`config.mk`:
```
export PLATFORM = sky130hd
export DESIGN_NAME = fsk_byte_buffer
export DESIGN_NICKNAME = d
export VERILOG_FILES = /design/src/rtl/fsk_buf_pkg.sv /design/src/rtl/fsk_sync.sv /design/src/rtl/fsk_prescaler.sv /design/src/rtl/fsk_char_rx.sv /design/src/rtl/fsk_read_port.sv /design/src/rtl/fsk_byte_buffer.sv
export SDC_FILE = /design/constraint.sdc
export NUM_CORES = 1
export LEC_CHECK = 0
export BUFFER_PORTS_ARGS = -buffer_cell sky130_fd_sc_hd__buf_2
export CORE_MARGIN = 8
export CORE_UTILIZATION = 40
export CTS_CLUSTER_DIAMETER = 100
export DETAILED_ROUTE_END_ITERATION = 6
export PLACE_DENSITY = 0.56
export SKIP_CTS_REPAIR_TIMING = 1
export SYNTH_ARGS = -nofsm -noshare
export SYNTH_HDL_FRONTEND = slang
export SYNTH_SLANG_ARGS = --single-unit
```
`constraint.sdc`:
```
create_clock -name clk -period 1.74 [get_ports clk]
set_input_delay 0.348 -clock clk [delete_from_list [all_inputs] [get_ports clk]]
set_output_delay 0.348 -clock clk [all_outputs]
set_load 0.05 [all_outputs]
```
`src/rtl/fsk_buf_pkg.sv`:
```
package fsk_buf_pkg;

   typedef enum logic [1:0] {
      RX_IDLE  = 2'd0,
      RX_START = 2'd1,
      RX_DATA  = 2'd2,
      RX_STOP  = 2'd3
   } rx_state_t;

endpackage

```
`src/rtl/fsk_sync.sv`:
```
module fsk_sync #(
   parameter int   STAGES  = 2,
   parameter logic RST_VAL = 1'b0
) (
   input  logic clk,
   input  logic rst_n,
   input  logic d,
   output logic q
);
   logic [STAGES-1:0] ff;

   generate
      if (STAGES < 2) begin : g_bad
         $error("fsk_sync: STAGES must be at least 2");
      end
   endgenerate

   always_ff @(posedge clk or negedge rst_n) begin
      if (!rst_n) ff <= {STAGES{RST_VAL}};
      else        ff <= {ff[STAGES-2:0], d};
   end

   assign q = ff[STAGES-1];
endmodule

```
`src/rtl/fsk_prescaler.sv`:
```
module fsk_prescaler #(
   parameter int DIV = 4
) (
   input  logic clk,
   input  logic rst_n,
   input  logic restart,
   output logic tick
);
   localparam int CW = (DIV > 2) ? $clog2(DIV) : 1;
   localparam logic [CW-1:0] TOP = CW'(DIV - 1);

   logic [CW-1:0] cnt;

   generate
      if (DIV < 2) begin : g_bad
         $error("fsk_prescaler: DIV must be at least 2");
      end
   endgenerate

   assign tick = (cnt == TOP);

   always_ff @(posedge clk or negedge rst_n) begin
      if (!rst_n)       cnt <= '0;
      else if (restart) cnt <= '0;
      else if (tick)    cnt <= '0;
      else              cnt <= cnt + 1'b1;
   end
endmodule

```
`src/rtl/fsk_char_rx.sv`:
```
module fsk_char_rx
   import fsk_buf_pkg::*;
#(
   parameter int OVS       = 16,
   parameter int DATA_BITS = 8
) (
   input  logic               clk,
   input  logic               rst_n,
   input  logic               enable,
   input  logic               line,
   input  logic               tick,
   output logic               restart,
   output logic               load,
   output logic [DATA_BITS:0] frame
);
   localparam int CNT_W = $clog2(OVS);
   localparam int BIT_W = (DATA_BITS > 2) ? $clog2(DATA_BITS) : 1;
   localparam logic [CNT_W-1:0] MID     = CNT_W'(OVS / 2 - 1);
   localparam logic [CNT_W-1:0] LAST    = CNT_W'(OVS - 1);
   localparam logic [BIT_W-1:0] LASTBIT = BIT_W'(DATA_BITS - 1);

   rx_state_t              state;
   logic [CNT_W-1:0]       tcnt;
   logic [BIT_W-1:0]       bitn;
   logic [DATA_BITS-1:0]   shreg;
   logic                   line_prev;

   // start candidate: falling edge on the synchronised line while idle
   assign restart = enable && (state == RX_IDLE) && line_prev && !line;

   always_ff @(posedge clk or negedge rst_n) begin
      if (!rst_n) begin
         state     <= RX_IDLE;
         tcnt      <= '0;
         bitn      <= '0;
         shreg     <= '0;
         line_prev <= 1'b1;
         load      <= 1'b0;
         frame     <= '1;
      end else begin
         line_prev <= line;
         load      <= 1'b0;
         if (!enable) begin
            state <= RX_IDLE;
         end else begin
            case (state)
               RX_IDLE: begin
                  if (restart) begin
                     state <= RX_START;
                     tcnt  <= '0;
                  end
               end
               RX_START: begin
                  if (tick) begin
                     if (tcnt == MID) begin
                        tcnt  <= '0;
                        bitn  <= '0;
                        state <= line ? RX_IDLE : RX_DATA;
                     end else begin
                        tcnt <= tcnt + 1'b1;
                     end
                  end
               end
               RX_DATA: begin
                  if (tick) begin
                     if (tcnt == LAST) begin
                        tcnt  <= '0;
                        shreg <= {line, shreg[DATA_BITS-1:1]};
                        if (bitn == LASTBIT) state <= RX_STOP;
                        else                 bitn  <= bitn + 1'b1;
                     end else begin
                        tcnt <= tcnt + 1'b1;
                     end
                  end
               end
               RX_STOP: begin
                  if (tick) begin
                     if (tcnt == LAST) begin
                        frame <= {line, shreg};
                        load  <= 1'b1;
                        state <= RX_IDLE;
                     end else begin
                        tcnt <= tcnt + 1'b1;
                     end
                  end
               end
               default: state <= RX_IDLE;
            endcase
         end
      end
   end

   // with carrier gone the receiver returns to idle and produces no load
   assert_rx_gated_R7: assert property (@(posedge clk) disable iff (!rst_n)
      !enable |=> (state == RX_IDLE && !load));

   // a start candidate that reads high at its centre is abandoned
   assert_false_start_R8: assert property (@(posedge clk) disable iff (!rst_n)
      (enable && state == RX_START && tick && tcnt == MID && line) |=> (state == RX_IDLE && !load));
endmodule

```
`src/rtl/fsk_read_port.sv`:
```
module fsk_read_port #(
   parameter int DATA_BITS = 8,
   parameter int HALF      = 16
) (
   input  logic               clk,
   input  logic               rst_n,
   input  logic               enable,
   input  logic               load,
   input  logic [DATA_BITS:0] frame,
   input  logic               rd_rise,
   output logic               rdy_n,
   output logic               sdo,
   output logic               overrun
);
   localparam int NB     = DATA_BITS + 1;
   localparam int TMR_W  = $clog2(HALF + 1);
   localparam int PEND_W = $clog2(DATA_BITS + 1);

   logic [NB-1:0]     sreg;
   logic [TMR_W-1:0]  tmr;
   logic [PEND_W-1:0] pend;
   logic              ld;

   assign ld = load && enable;

   // register, serial output, unread count and overrun
   always_ff @(posedge clk or negedge rst_n) begin
      if (!rst_n) begin
         sreg    <= '1;
         sdo     <= 1'b1;
         pend    <= '0;
         overrun <= 1'b0;
      end else if (ld) begin
         sreg <= frame;
         pend <= PEND_W'(DATA_BITS);
         if (pend != '0) overrun <= 1'b1;
      end else if (rd_rise) begin
         sdo  <= sreg[0];
         sreg <= {1'b1, sreg[NB-1:1]};
         if (pend != '0) pend <= pend - 1'b1;
      end
   end

   // ready strobe with half-bit timeout
   always_ff @(posedge clk or negedge rst_n) begin
      if (!rst_n) begin
         rdy_n <= 1'b1;
         tmr   <= '0;
      end else if (!enable) begin
         rdy_n <= 1'b1;
      end else if (ld) begin
         rdy_n <= 1'b0;
         tmr   <= TMR_W'(HALF - 1);
      end else if (!rdy_n) begin
         if (rd_rise || tmr == '0) rdy_n <= 1'b1;
         else                      tmr   <= tmr - 1'b1;
      end
   end

   assert_ready_on_load_R2: assert property (@(posedge clk) disable iff (!rst_n)
      ld |=> !rdy_n);

   assert_read_clears_R4: assert property (@(posedge clk) disable iff (!rst_n)
      (enable && !rdy_n && rd_rise && !load) |=> rdy_n);

   assert_timeout_clears_R5: assert property (@(posedge clk) disable iff (!rst_n)
      (enable && !rdy_n && !load && tmr == '0) |=> rdy_n);

   assert_no_ready_wo_carrier_R7: assert property (@(posedge clk) disable iff (!rst_n)
      !enable |=> rdy_n);

   assert_overrun_sticky_R9: assert property (@(posedge clk) disable iff (!rst_n)
      overrun |=> overrun);
endmodule

```
`src/rtl/fsk_byte_buffer.sv`:
```
module fsk_byte_buffer #(
   parameter int CLK_PER_TICK = 2,
   parameter int OVS          = 16,
   parameter int DATA_BITS    = 8,
   parameter int SYNC_STAGES  = 2
) (
   input  logic clk,
   input  logic rst_n,
   input  logic carrier_ok,
   input  logic raw_bit,
   input  logic rd_clk,
   output logic rdy_n,
   output logic sdo,
   output logic overrun
);
   localparam int HALF = (OVS / 2) * CLK_PER_TICK;

   generate
      if (OVS < 4 || (OVS % 2) != 0) begin : g_bad_ovs
         $error("fsk_byte_buffer: OVS must be even and at least 4");
      end
      if (DATA_BITS < 2) begin : g_bad_db
         $error("fsk_byte_buffer: DATA_BITS must be at least 2");
      end
      if (CLK_PER_TICK < 2) begin : g_bad_cpt
         $error("fsk_byte_buffer: CLK_PER_TICK must be at least 2");
      end
   endgenerate

   logic               line_s, rd_s, rd_prev, rd_rise;
   logic               tick, restart, load;
   logic [DATA_BITS:0] frame;

   fsk_sync #(.STAGES(SYNC_STAGES), .RST_VAL(1'b1)) u_line_sync (
      .clk(clk), .rst_n(rst_n), .d(raw_bit), .q(line_s));

   fsk_sync #(.STAGES(SYNC_STAGES), .RST_VAL(1'b0)) u_rd_sync (
      .clk(clk), .rst_n(rst_n), .d(rd_clk), .q(rd_s));

   always_ff @(posedge clk or negedge rst_n) begin
      if (!rst_n) rd_prev <= 1'b0;
      else        rd_prev <= rd_s;
   end
   assign rd_rise = rd_s && !rd_prev;

   fsk_prescaler #(.DIV(CLK_PER_TICK)) u_presc (
      .clk(clk), .rst_n(rst_n), .restart(restart), .tick(tick));

   fsk_char_rx #(.OVS(OVS), .DATA_BITS(DATA_BITS)) u_rx (
      .clk(clk), .rst_n(rst_n), .enable(carrier_ok), .line(line_s), .tick(tick),
      .restart(restart), .load(load), .frame(frame));

   fsk_read_port #(.DATA_BITS(DATA_BITS), .HALF(HALF)) u_port (
      .clk(clk), .rst_n(rst_n), .enable(carrier_ok), .load(load), .frame(frame),
      .rd_rise(rd_rise), .rdy_n(rdy_n), .sdo(sdo), .overrun(overrun));
endmodule

```
==> results.yml, run 1 <==
worst_setup_path:
  required_ns: 1.93
  crit_buf_inv: 1
  endpoint_kind: "flip-flop"
  worst_setup_path_start_kind: "flip-flop"
  crit_fanout: 8
  cp_slowest_cell: "dfrtp_1"
  r2r_start: "u_rx.tcnt[1]"
  arrival_ns: 1.80
  path_cells: "ha_2, nand3_2, nor3_4, buf_12, mux2_2"
  crit_type: "flip-flop to flip-flop"
  crit_start: "u_rx.tcnt[1]"
  rrSetupSlack_ns: 0.13
  crit_family: "simple AND/OR/NAND/NOR gates"
  max_stage_delay_ns: 0.38
synthesis:
  synth-edff-count: 0
  syn-num-nets: 222
  syn_inst: 212
  ys.flop_type: "dfrtp_1"
  synth_warnings: 0
  seq_area_frac_synth: 0.575
  synth_area_um2: 2440
  avgSynthCellArea_um2: 11.5
  synth_seq_cells: 55
  synthArstFlopShare: 1.00
  synth_cell_types: 46
floorplanning:
  start_util: 0.413
  die_x_um: 94.1
  fp.coreArea_um2: 5920
  ioPinCount: 8
  die_h_um: 94.1
  rows: 28
  fp.dieArea_um2: 8860
power_and_ir_drop:
  p_leak_nw: 1.23
  irDropWorstVdd_uv: 504
  p_per_area_nw_per_um2: 893
  fin_total_pwr_w: 0.00247
run:
  maxCapViolCount: 0
sta:
  finalMaxSlewViolations: 0
  fin_crit_sh: 0.924
  relSlewSlack: 0.750
  setup_ws_ns: 0.132
  finClkSkew_ns: 0.0101
  fin_crit_ns: 1.61
  fin_setup_tns_ns: 0
  fmax_ghz: 0.622
  worstMarginPinSlew_ns: 0.374
  grt_setup_unrepaired: "false"
  setup_viol: 0
  final_hold_viol_count: 0
route:
  drtAntennaViolNets: 0
  dr_total_vias: 1599
  drtIter0Drc: 104
  wire_per_inst_um: 13.7
  wirelength_um: 4190
  viasPerCell: 5.24
  firstDrtPassIters: 4
  drc: 0
global_route:
  overflow: 0
  grt_pass1_wl_um: 7560
  grt_pass1_vias: 1660
  track_usage: 0.106
  grt_max_degree: 56
  antenna_found_initial: 0
cts:
  path_clk_slew_ns: 0.09
  worst_skew_pair.late_latency_ns: 0.31
  htree_levels: 2
  clock-sinks: 55
  cts_tree: "yes"
  clockBufferDepth: 2
  cts_buffers: 5
  root_buffer: "clkbuf_8"
placed_design:
  pre_cts_slack_ns: 0.0638
  dpl.hpwl_um: 2800
  finalWeightedCongestion: 0.777
  place_inst: 297
  port_buffers: 7
finish:
  instances_no_fill: 305
  antenna_cells: 0
  drive_gt1_frac: 0.352
  area.growth.synth_to_final_pct: 13.3
  fill_cells: 546
  nNetsFinal: 239
status:
  status: "finished, final reports clean"
hold_path:
  min_path_type: "primary input to asynchronous set/reset pin"
-- synth_stat cells (2+ instances only) --
library cell,instances,area [um^2]
nand4b_1,2,17.5
a22o_1,2,17.5
o21ai_0,7,35.0
nand2b_1,5,31.3
buf_2,2,10.0
and2_1,2,12.5
xor2_1,2,17.5
nand2_1,28,105
ha_1,5,62.6
nand4_1,5,31.3
nor2b_1,3,18.8
dfstp_2,23,604
nor3_1,4,20.0
clkbuf_1,5,18.8
a31oi_1,10,62.6
nor3_4,2,32.5
dfrtp_1,32,801
nor2_1,17,63.8
nand3_1,4,20.0
mux2_2,20,225
inv_1,6,22.5
xnor2_1,2,17.5
-- kinds of logic after synthesis --
logic type / synth area share
buf+inv: 0.0246
mux: 0.0922
xor+xnor: 0.0143
flops: 0.575
simple gates: 0.174
compound gates: 0.0938
fa+ha+maj: 0.0256
-- cell type report --
cell class / instances / area (um^2) / area share
Inverter: 6 / 22.5 / 0.00814
Clock buffer: 6 / 72.6 / 0.0262
Timing Repair Buffer: 19 / 163 / 0.0588
Sequential cell: 55 / 1410 / 0.508
Clock inverter: 2 / 13.8 / 0.00498
Multi-Input combinational cell: 142 / 996 / 0.360
Tap cell: 75 / 93.8 / 0.0339
-- sequential cells by signal (all words and copies together), names as in the netlist --
name            flops
u_rx.bitn           3
u_rx.shreg          8
u_rx.line_prev      1
u_rd_sync.ff        2
u_presc.tick        1
u_rx.frame          9
u_port.pend         4
rd_prev             1
u_port.rdy_n        1
u_rx.load           1
u_port.overrun      1
u_rx.tcnt           4
u_rx.state          2
u_port.sreg         9
u_port.tmr          5
u_line_sync.ff      2
u_port.sdo          1
-- power by group --
group	switching [W]	internal, W
registers	0.0000778	0.00141
clock network	0.000400	0.000285
logic	0.000159	0.000136
total	0.000637	0.00183
-- placed cells by master (no fill, tap or decap), types with 6 or more instances in the layout --
| cell type | synthesis | layout |
|---|---|---|
| buf_4 | 0 | 9 |
| o21ai_0 | 7 | 6 |
| nand2_1 | 28 | 28 |
| mux2_2 | 20 | 20 |
| dfstp_2 | 23 | 23 |
| a31oi_1 | 10 | 10 |
| nor2_1 | 17 | 17 |
| dfrtp_1 | 32 | 32 |
| buf_2 | 2 | 7 |
-- through the flow --
stage / utilization / instance area [um^2] / hold slack (ns)
floorplan: - / 2440 / 0.0524
global placement: 0.449 / 2660 / 0.334
detailed placement: 0.449 / 2660 / 0.339
global route: 0.467 / 2770 / 0.0321
finish: 0.467 / 2770 / 0.0246
CTS: 0.464 / 2750 / 0.0257
-- layer usage --
layer / GRT usage / share of wire / vias to the layer above
li1: - / - / 780
met1: 0.142 / 0.51 / 798
met2: 0.159 / 0.45 / 17
met3: 0.0240 / 0.025 / 4
met4: 0.0449 / 0.014 / 0
met5: 0 / 0 / -
-- worst paths after layout --
kind / depth (start not counted) / endpoint
hold reg to reg: 0 / u_rd_sync.ff[1]
hold / removal: 2 / u_rx.state[0]
setup / recovery: 5 / u_rx.shreg[3]
setup reg to reg: 5 / u_rx.shreg[3]
min in group clk: 1 / u_line_sync.ff[0]
max in group asynchronous: 2 / u_port.rdy_n
Power figures use the tool's default switching activity.
==> run 2, diff against run 1 <==
--- a/config.mk
+++ b/config.mk
@@ -10,7 +10,7 @@
 export CORE_UTILIZATION = 40
 export CTS_CLUSTER_DIAMETER = 100
 export DETAILED_ROUTE_END_ITERATION = 6
-export PLACE_DENSITY = 0.56
+export PLACE_DENSITY = 0.59
 export SKIP_CTS_REPAIR_TIMING = 1
 export SYNTH_ARGS = -nofsm -noshare
 export SYNTH_HDL_FRONTEND = slang
==> results.yml, run 2 (synthesized netlist as in run 1, its figures left out) <==
cts:
  clock-sinks: 55
  htree_levels: 2
  cts_tree: "yes"
  path_clk_slew_ns: 0.10
  worst_skew_pair.late_latency_ns: 0.31
  root_buffer: "clkbuf_8"
  cts_buffers: 5
  clockBufferDepth: 2
route:
  firstDrtPassIters: 4
  viasPerCell: 5.22
  top_layer: "met4"
  wl_met1_um: 2160
  wirelength_um: 4350
  wl_met2_um: 2010
  dr_total_vias: 1598
  met3_length_um: 87
  drtIter0Drc: 138
  drtAntennaViolNets: 0
  wire_per_inst_um: 14.2
  drc: 0
worst_setup_path:
  arrival_ns: 1.88
  max_stage_delay_ns: 0.50
  crit_type: "flip-flop to flip-flop"
  cp_slowest_cell: "or4b_4"
  worst_setup_path_start_kind: "flip-flop"
  required_ns: 1.95
  crit_fanout: 4
  endpoint_kind: "flip-flop"
  path_cells: "inv_1, ha_1, or4b_4, nand4_1, xor2_1, nand2_1"
status:
  status: "finished, final reports clean"
finish:
  multi_input_area_um2: 988
  seq_area_um2: 1410
  instances_no_fill: 306
  nNetsFinal: 240
  drive_gt1_frac: 0.338
  final_area_um2: 2780
  final_common_cell: "dfrtp_1"
  final_cell_mix: "32 x dfrtp_1, 28 x nand2_1, 23 x dfstp_2, 20 x mux2_2, 17 x nor2_1"
  antenna_cells: 0
  reg_top3: "u_port.sreg (9), u_rx.frame (9), u_rx.shreg (8)"
  fill_cells: 534
  area.growth.synth_to_final_pct: 13.9
sta:
  final_hold_viol_count: 0
  finClkSkew_ns: 0.0124
  finalMaxSlewViolations: 0
  fmax_ghz: 0.600
  relSlewSlack: 0.732
  fin_setup_tns_ns: 0
  setup_viol: 0
  fin_crit_sh: 0.958
  fin_crit_ns: 1.67
  setup_ws_ns: 0.0737
  whs_ns: 0.136
  worstMarginPinSlew_ns: 0.402
global_route:
  grt_pass1_vias: 1591
  grt_max_degree: 41
  track_usage: 0.105
  overflow: 0
  antenna_found_initial: 0
  grt_pass1_wl_um: 7480
floorplanning:
  rows: 28
  die_x_um: 94.1
  start_util: 0.413
  ioPinCount: 8
  die_h_um: 94.1
  fp.coreArea_um2: 5920
  fp.dieArea_um2: 8860
placed_design:
  finalWeightedCongestion: 0.798
  placed_area_um2: 2650
  dpl.hpwl_um: 2890
  pre_cts_slack_ns: 0.0607
  port_buffers: 7
  place_inst: 297
power_and_ir_drop:
  internal_power_w: 0.00198
  irDropWorstVdd_uv: 444
  p_clk_frac: 0.324
  pwr-share-seq: 0.564
  p_leak_nw: 1.25
  p_per_area_nw_per_um2: 952
  swShare: 0.251
  p_comb_frac: 0.112
  power.switching_w: 0.000664
hold_path:
  min_path_type: "primary input to flip-flop"
run:
  maxCapViolCount: 0
run 2: layer usage:
metal  vias up  GRT usage
li1        782          -
met1       790      0.140
met2        18      0.155
met3         8     0.0256
met4         0     0.0515
met5         -          0
run 2: layout make-up:
| class | instances | area share |
|---|---|---|
| sequential | 55 | 0.505 |
| multi-input combinational | 142 | 0.355 |
| tap | 75 | 0.0337 |
| clock buffer | 6 | 0.0261 |
| clock inverter | 2 | 0.0139 |
| timing repair buffer | 20 | 0.0576 |
| inverter | 6 | 0.00810 |
run 2: power by group through the flow:
stage                     registers (W)  logic (W)  clock network (W)
after detailed placement        0.00151   0.000299                  0
after global placement          0.00151   0.000290                  0
after floorplan                 0.00150   0.000208                  0
after global routing            0.00151   0.000353           0.000946
after CTS                       0.00149   0.000301           0.000898
final                           0.00149   0.000297           0.000857
run 2: worst paths after layout:
check                                    endpoint  slack [ns]  cells past startpoint       startpoint
min in group asynchronous           u_port.tmr[0]        0.49                      2            rst_n
worst min register to register    u_rd_sync.ff[1]        0.35                      0  u_rd_sync.ff[0]
worst max-delay path                u_port.tmr[3]        0.07                      6    u_port.tmr[0]
worst max register to register      u_port.tmr[3]        0.07                      6    u_port.tmr[0]
worst min-delay path            u_line_sync.ff[0]        0.14                      1          raw_bit
max in group asynchronous          u_port.sreg[2]        0.64                      3            rst_n
run 2: per-stage QoR:
stage	util	total power, W
global route	0.470	0.00281
floorplan	-	0.00171
global placement	0.447	0.00180
finish	0.470	0.00265
CTS	0.466	0.00269
detailed placement	0.447	0.00181
run 2: worst max-delay path: cells and delay by family, from the launching register on:
family / cells / cell delay (ns)
AND/OR/NAND/NOR: 3 / 0.71
XOR/XNOR: 1 / 0.17
flip-flops: 1 / 0.39
buffers and inverters: 1 / 0.09
adder cells (fa/ha/maj): 1 / 0.20
==> run 3, diff against run 2 <==
==> constraint.sdc (replaced) <==
create_clock -name clk -period 1.74 [get_ports clk]
set_input_delay 0.522 -clock clk [delete_from_list [all_inputs] [get_ports clk]]
set_output_delay 0.522 -clock clk [all_outputs]
set_load 0.05 [all_outputs]
==> results.yml, run 3 (synthesized netlist as in run 1, its figures left out) <==
status:
  status: "finished, final reports clean"
sta:
  relSlewSlack: 0.697
  finalMaxSlewViolations: 0
  fin_setup_tns_ns: 0
  worstMarginPinSlew_ns: 0.454
  fin_crit_sh: 0.945
  fmax_ghz: 0.608
  final_hold_viol_count: 0
  setup_viol: 0
  grt_setup_unrepaired: "false"
  finClkSkew_ns: 0.00802
  fin_crit_ns: 1.64
worst_setup_path:
  max_stage_delay_ns: 0.50
  crit_type: "flip-flop to flip-flop"
  cp_slowest_cell: "or4b_4"
  worst_setup_path_start_kind: "flip-flop"
  endpoint_kind: "flip-flop"
  reg2reg_depth: 6
  rrSetupSlack_ns: 0.1
  r2r_start: "u_port.tmr[0]"
  arrival_ns: 1.86
  path_cells: "inv_1, ha_1, or4b_4, nand4_1, xor2_1, nand2_1"
  required_ns: 1.95
  crit_fanout: 4
  r2r-end: "u_port.tmr[2]"
global_route:
  grt_pass1_vias: 1596
  top_usage_layer: "met2"
  use_met2: 0.165
  antenna_found_initial: 0
  grt_pass1_wl_um: 7600
  overflow: 0
  track_usage: 0.108
  grt_max_degree: 36
  grtUsageMet3: 0.0256
  grt.met1_usage: 0.138
route:
  drtIter0Drc: 129
  drtAntennaViolNets: 0
  wire_per_inst_um: 14.1
  dr_total_vias: 1623
  wirelength_um: 4320
  firstDrtPassIters: 5
  viasPerCell: 5.30
  drc: 0
finish:
  final_common_cell: "dfrtp_1"
  nNetsFinal: 240
  drive_gt1_frac: 0.346
  antenna_cells: 0
  area.growth.synth_to_final_pct: 13.5
  fill_cells: 546
  final_cell_mix: "32 x dfrtp_1, 28 x nand2_1, 23 x dfstp_2, 20 x mux2_2, 17 x nor2_1"
  reg_top3: "u_port.sreg (9), u_rx.frame (9), u_rx.shreg (8)"
placed_design:
  finalWeightedCongestion: 0.746
  dpl.hpwl_um: 2990
  port_buffers: 7
cts:
  htree_levels: 2
  path_clk_slew_ns: 0.10
  cts_tree: "yes"
  root_buffer: "clkbuf_8"
  clockBufferDepth: 2
  worst_skew_pair.late_latency_ns: 0.31
  clock-sinks: 55
  cts_buffers: 5
floorplanning:
  rows: 28
  fp.coreArea_um2: 5920
  start_util: 0.413
  die_x_um: 94.1
  ioPinCount: 8
  die_h_um: 94.1
  fp.dieArea_um2: 8860
power_and_ir_drop:
  fin_total_pwr_w: 0.00252
  p_per_area_nw_per_um2: 909
  p_leak_nw: 1.24
  irDropWorstVdd_uv: 462
hold_path:
  min_path_type: "primary input to asynchronous set/reset pin"
run:
  maxCapViolCount: 0
==> run 3: layout make-up <==
| class | instances | area (um^2) | area share |
|---|---|---|---|
| clock buffers | 5 | 68.8 | 0.0248 |
| clock inverters | 3 | 22.5 | 0.00813 |
| inverters | 6 | 22.5 | 0.00813 |
| multi-input cells | 142 | 988 | 0.357 |
| flip-flops and latches | 55 | 1410 | 0.507 |
| well taps | 75 | 93.8 | 0.0339 |
| repair buffers | 20 | 170 | 0.0614 |
==> run 3: how the worst max path moves through the flow <==
stage	start	endpoint	slack, ns	cells after the start
floorplan	u_rx.tcnt[0]	u_rx.frame[0]	0.10	4
global placement	carrier_ok	u_rx.shreg[0]	0.06	5
detailed placement	u_rx.tcnt[1]	u_rx.frame[0]	0.03	5
CTS	u_rx.tcnt[1]	u_rx.shreg[2]	0.02	5
global route	u_port.tmr[0]	u_port.tmr[2]	0.0003	6
finish	u_port.tmr[0]	u_port.tmr[2]	0.1	6
==> run 3: critical path, delay by kind of cell, from the launching register on <==
kind,cells,cell delay [ns]
and+or+nand+nor,3,0.69
adders and majority gates,1,0.20
xor gates and xnor gates,1,0.17
DFF,1,0.40
buffers and inverters,1,0.09
==> run 3: metrics by stage <==
step | setup slack (ns) | instances | cell area, um^2 | hold slack, ns | util
2_1_floorplan | 0.103 | 212 | 2440 | 0.226 | -
3_3_place_gp | 0.0625 | 298 | 2670 | 0.334 | 0.451
3_5_place_dp | 0.0259 | 298 | 2670 | 0.338 | 0.451
4_1_cts | 0.0156 | 306 | 2760 | 0.169 | 0.466
5_1_grt | 0.000287 | 306 | 2770 | 0.178 | 0.468
6_report | 0.0950 | 306 | 2770 | 0.168 | 0.468
==> run 3: power breakdown <==
part	internal (W)	switching [W]	total (W)
Combinational	0.000134	0.000161	0.000295
Sequential	0.00141	0.0000792	0.00149
Clock	0.000290	0.000443	0.000732
==> run 3: metal layers <==
layer  wire, um  part of all wire
met3        184             0.043
met1       2100              0.49
met4         79             0.018
met5          0                 0
met2       1960              0.45
